[config.mk]
export PLATFORM = sky130hd
export DESIGN_NAME = oneshot_offset_timer
export DESIGN_NICKNAME = d
export VERILOG_FILES = /design/src/rtl/oneshot_offset_timer.sv
export SDC_FILE = /design/constraint.sdc
export NUM_CORES = 1
export LEC_CHECK = 0
export BUFFER_PORTS_ARGS = -buffer_cell sky130_fd_sc_hd__buf_2
export CORE_MARGIN = 4
export CORE_UTILIZATION = 35
export CTS_CLUSTER_SIZE = 10
export DETAILED_ROUTE_END_ITERATION = 10
export GPL_TIMING_DRIVEN = 0
export PLACE_DENSITY_LB_ADDON = 0.05
export SYNTH_ARGS = -nofsm -noshare
export SYNTH_HDL_FRONTEND = slang
export SYNTH_SLANG_ARGS = --single-unit
[constraint.sdc]
create_clock -name clk -period 2.4 [get_ports clk]
set_clock_uncertainty 0.05 [all_clocks]
set_input_delay 0.48 -clock clk [delete_from_list [all_inputs] [get_ports clk]]
set_output_delay 0.48 -clock clk [all_outputs]
set_load 0.05 [all_outputs]
[src/rtl/oneshot_offset_timer.sv]
module oneshot_offset_timer #(
  parameter int CNT_W = 16,
  parameter int DIV_W = 8
) (
  input  logic             clk,
  input  logic             rst_n,
  input  logic             wr_en,
  input  logic [2:0]       wr_addr,
  input  logic [CNT_W-1:0] wr_data,
  input  logic [2:0]       rd_addr,
  output logic [CNT_W-1:0] rd_data,
  output logic             pulse_out,
  output logic             irq
);
  localparam logic [2:0] A_DIV1 = 3'd0, A_DIV2 = 3'd1, A_CTRL = 3'd2, A_FRC = 3'd3,
                         A_STRT = 3'd4, A_TERM = 3'd5, A_DCNT = 3'd6, A_STAT = 3'd7;
  localparam logic [CNT_W-1:0] ONE = CNT_W'(1);

  logic [DIV_W-1:0] div1, div2, ph1, ph2;
  logic [3:0]       ctrl;
  logic [CNT_W-1:0] frc, strt_cmp, term_cmp, dcnt;
  logic             active, flag;

  logic run, strt_en, term_en, irq_en;
  assign run     = ctrl[0];
  assign strt_en = ctrl[1];
  assign term_en = ctrl[2];
  assign irq_en  = ctrl[3];

  logic tick1, tick2;
  assign tick1 = run && (ph1 == div1);
  assign tick2 = tick1 && (ph2 == div2);

  logic wr_frc, wr_dcnt, wr_clr;
  assign wr_frc  = wr_en && wr_addr == A_FRC;
  assign wr_dcnt = wr_en && wr_addr == A_DCNT;
  assign wr_clr  = wr_en && wr_addr == A_STAT && wr_data[0];

  logic term_hit, strt_hit, zero_hit;
  assign term_hit = tick2 && active && term_en && frc == term_cmp;
  assign zero_hit = tick2 && active && !term_hit && dcnt == ONE;
  assign strt_hit = tick2 && !active && strt_en && frc == strt_cmp && dcnt != '0;

  always_ff @(posedge clk) begin
    if (!rst_n) begin
      ph1 <= '0;
      ph2 <= '0;
    end else if (!run) begin
      ph1 <= '0;
      ph2 <= '0;
    end else begin
      ph1 <= tick1 ? '0 : ph1 + 1'b1;
      if (tick1) ph2 <= tick2 ? '0 : ph2 + 1'b1;
    end
  end

  always_ff @(posedge clk) begin
    if (!rst_n) begin
      div1     <= '0;
      div2     <= '0;
      ctrl     <= '0;
      strt_cmp <= '0;
      term_cmp <= '0;
    end else if (wr_en) begin
      case (wr_addr)
        A_DIV1:  div1     <= wr_data[DIV_W-1:0];
        A_DIV2:  div2     <= wr_data[DIV_W-1:0];
        A_CTRL:  ctrl     <= wr_data[3:0];
        A_STRT:  strt_cmp <= wr_data;
        A_TERM:  term_cmp <= wr_data;
        default: ;
      endcase
    end
  end

  always_ff @(posedge clk) begin
    if (!rst_n) frc <= '0;
    else if (wr_frc) frc <= wr_data;
    else if (tick2) frc <= frc + ONE;
  end

  always_ff @(posedge clk) begin
    if (!rst_n) dcnt <= '0;
    else if (wr_dcnt) dcnt <= wr_data;
    else if (term_hit) dcnt <= '0;
    else if (tick2 && active) dcnt <= dcnt - ONE;
  end

  always_ff @(posedge clk) begin
    if (!rst_n) begin
      active <= 1'b0;
      flag   <= 1'b0;
    end else begin
      if (strt_hit) active <= 1'b1;
      else if (term_hit || zero_hit) active <= 1'b0;
      if (zero_hit) flag <= 1'b1;
      else if (wr_clr) flag <= 1'b0;
    end
  end

  assign pulse_out = active;
  assign irq       = flag & irq_en;

  always_comb begin
    case (rd_addr)
      A_DIV1:  rd_data = CNT_W'(div1);
      A_DIV2:  rd_data = CNT_W'(div2);
      A_CTRL:  rd_data = CNT_W'(ctrl);
      A_FRC:   rd_data = frc;
      A_STRT:  rd_data = strt_cmp;
      A_TERM:  rd_data = term_cmp;
      A_DCNT:  rd_data = dcnt;
      default: rd_data = CNT_W'({active, flag});
    endcase
  end
endmodule


==> metrics.cfg <==
[min_path]
hold-path-cell-count=3
worstHoldPathType=input pin to flop
worst_hold_path.endpoint=strt_cmp[11]
hp-start=wr_data[11]

[placed_design]
io_buffer_count=38
place_hpwl_um=16400
gp_congestion=0.918
pre_cts_ws_ps=-602
placed_cell_area_um2=6320

[sta]
worst_pin_slew_ps=915
fin_crit_ps=2330
clock.fmax_mhz=429
drv_slew=0
fin_crit_sh_pct=97.1
timing.final.ws_setup_ps=69.3
hold_viol=0
rsz0062_at_grt=false
holdWs_ps=372
setup_viol=0
relSlewSlack_pct=38.5

[clocking]
cts_htree_levels=3
clk_pin_slew_ps=70
cts.path.max_buffers=2
clock_latency_ps=350
clock-root-buffer=clkbuf_16
cts_made_buffers=9
cts_sinks=102
cts_tree=yes

[run_status]
status=completed

[logic_synthesis]
synth_nets=781
syn_avg_cell_area_um2=7.75
ys_seq_area_share_pct=35.1
yosys.area.top_type=dfxtp_1
ys_ff_latch=102
ys_warn_count=0
synth_area_leaders=dfxtp_1 35%, nand2_1 10%, xnor2_1 8.6%
ys_types=61
netlist_instances=750
synth-edff-count=0
syn-cell-area_um2=5810
ys.flop_type=dfxtp_1
synthArstFlopShare_pct=0
netlist.area_leader.share_pct=35.1

[power]
power.density_nw_per_um2=570
leakage_nw=2.36
total_power_w=0.00385
max-vdd-ir-drop_mv=0.415

[global_route]
grt_overflow_total=0
grt_max_degree=16
grt_pass1_vias=5386
grt_util_all_layers_pct=23.1
antenna_found_initial=0
grt_first_pass_wirelength_um=32100

[critical_path]
reg2reg_slack_ps=120
crit_chain=buf_2 -> clkbuf_2 -> mux2_2 -> a221o_1 -> buf_2
worstReg2RegEnd=dcnt[0]
cpMostUsedCell=buf_2
cpPeakStageDelay_ps=370
worstPathArrival_ps=1800
cp_slowest_cell=mux2_2
cp.required_ps=1870
crit_type=input pin to primary output
timing.rr.start=div1[1]
end_kind=primary output
start_kind=input pin
rr_worst_depth=7
crit_fanout=10

[finish]
drive_gt1_share_pct=16.4
fin_nets=832
synthToLayoutAreaGrowth_pct=16.3
diodes=0
final_area_um2=6760
postLayoutCoreUtil_pct=42.1

[die]
core_area_um2=16100
initial_core_util_pct=36.2
die_width_um=137
io_pins=43
rows=46
dieArea_um2=18700
die_height_um=137

[route]
detail_route.wl_per_cell_um=20.8
routed_wl_um=21300
drt_iter0_drc=537
viasPerCell=5.53
route.detailed.drc=0
ant_nets=0
vias=5652
first_pass_iters=5

[run]
drv_cap=0

==> synth_stat cells (5+ instances only) <==
cell,n
inv_1,9
nand3_1,20
a22o_1,5
xor2_1,18
ha_1,6
dfxtp_1,102
mux2i_1,24
nand2b_1,7
nand2_1,158
a211o_1,5
and3_1,8
a22oi_1,9
o211ai_1,6
o21ai_0,30
nor2_1,46
a21oi_1,82
nor2b_1,5
clkbuf_1,33
xnor2_1,57
nor3_1,13
buf_2,8
nand4_1,28
==> critical path, delay by kind of cell <==
family / cells / cell delay, ps
AOI/OAI and AO/OA: 1 / 360
muxes: 1 / 370
buffers and inverters: 3 / 590
==> layout by cell type (no fill, tap or decap), types with 13 or more instances in the layout <==
| master | n |
|---|---|
| buf_2 | 46 |
| nor2_1 | 42 |
| nand4_1 | 28 |
| o21ai_0 | 24 |
| nor3_1 | 13 |
| clkbuf_1 | 21 |
| dfxtp_1 | 97 |
| xnor2_1 | 57 |
| nand3_1 | 19 |
| mux2i_1 | 23 |
| nand2_1 | 158 |
| xor2_1 | 18 |
| a21oi_1 | 79 |
==> metrics by stage <==
stage          setup TNS, ps  std cells
3_3_place_gp          -11520       1004
6_report                   0       1022
4_1_cts                    0       1022
5_1_grt                    0       1022
2_1_floorplan           -167        750
3_5_place_dp          -11510       1004
==> registers in the layout (all words and copies together) (netlist names) <==
| register | count |
|---|---|
| frc | 16 |
| div1 | 8 |
| ph2 | 8 |
| pulse_out | 1 |
| dcnt | 16 |
| ctrl | 4 |
| strt_cmp | 16 |
| div2 | 8 |
| term_cmp | 16 |
| ph1 | 8 |
| flag | 1 |
==> power breakdown <==
part	internal [W]	switching [W]	leakage, nW
sequential	0.00173	0.0000468	0.828
clock	0.000862	0.000676	0.152
combinational	0.000183	0.000358	1.38
total	0.00277	0.00108	2.36
==> per-layer routing <==
metal / vias up / track usage, % / share of wire (%)
met5: - / 0 / 0
met4: 0 / 4.93 / 1.7
met3: 25 / 4.26 / 6.1
met2: 167 / 36.3 / 45
met1: 2744 / 33.1 / 47
li1: 2716 / - / -
==> timing repair <==
action | 4_1_cts | 5_1_grt
resized for setup | 22 | 24
endpoints found under the setup margin | 37 | 30
hold buffers | 0 | 0
endpoints found under the hold margin | 0 | 0
pin swaps | 1 | 2
setup buffers | 2 | 3
==> cells by family (layout without fill, tap and decap cells) <==
family                   Yosys count  in the layout  share of synthesized area [%]
multiplexers                      27             27                           5.10
adder cells (fa/ha/maj)            6              6                           1.29
flip-flops                       102            102                           35.1
XOR/XNOR                          77             77                           11.9
AND/OR/NAND/NOR                  319            319                           25.8
buffers and inverters             58            114                           4.20
AO/OA/AOI/OAI                    161            161                           16.5
==> final cells by class <==
type | instances | area, um^2
Fill cell | 1674 | 9300
Clock inverter | 4 | 45.0
Inverter | 10 | 37.5
Clock buffer | 12 | 256
Timing Repair Buffer | 43 | 230
Tap cell | 216 | 270
Multi-Input combinational cell | 590 | 3640
Sequential cell | 102 | 2050
Buffer | 45 | 228
==> worst max-delay path by stage <==
stage	end	slack (ps)	from	cells after the start
after floorplan	rd_data[2]	-170	rd_addr[0]	6
after global routing	rd_data[15]	6	rd_addr[0]	7
after CTS	dcnt[8]	1	frc[7]	8
after global placement	rd_data[4]	-640	rd_addr[1]	7
final	rd_data[1]	70	rd_addr[2]	5
after detailed placement	rd_data[4]	-600	rd_addr[1]	7
(Power assumes the default switching activity.)
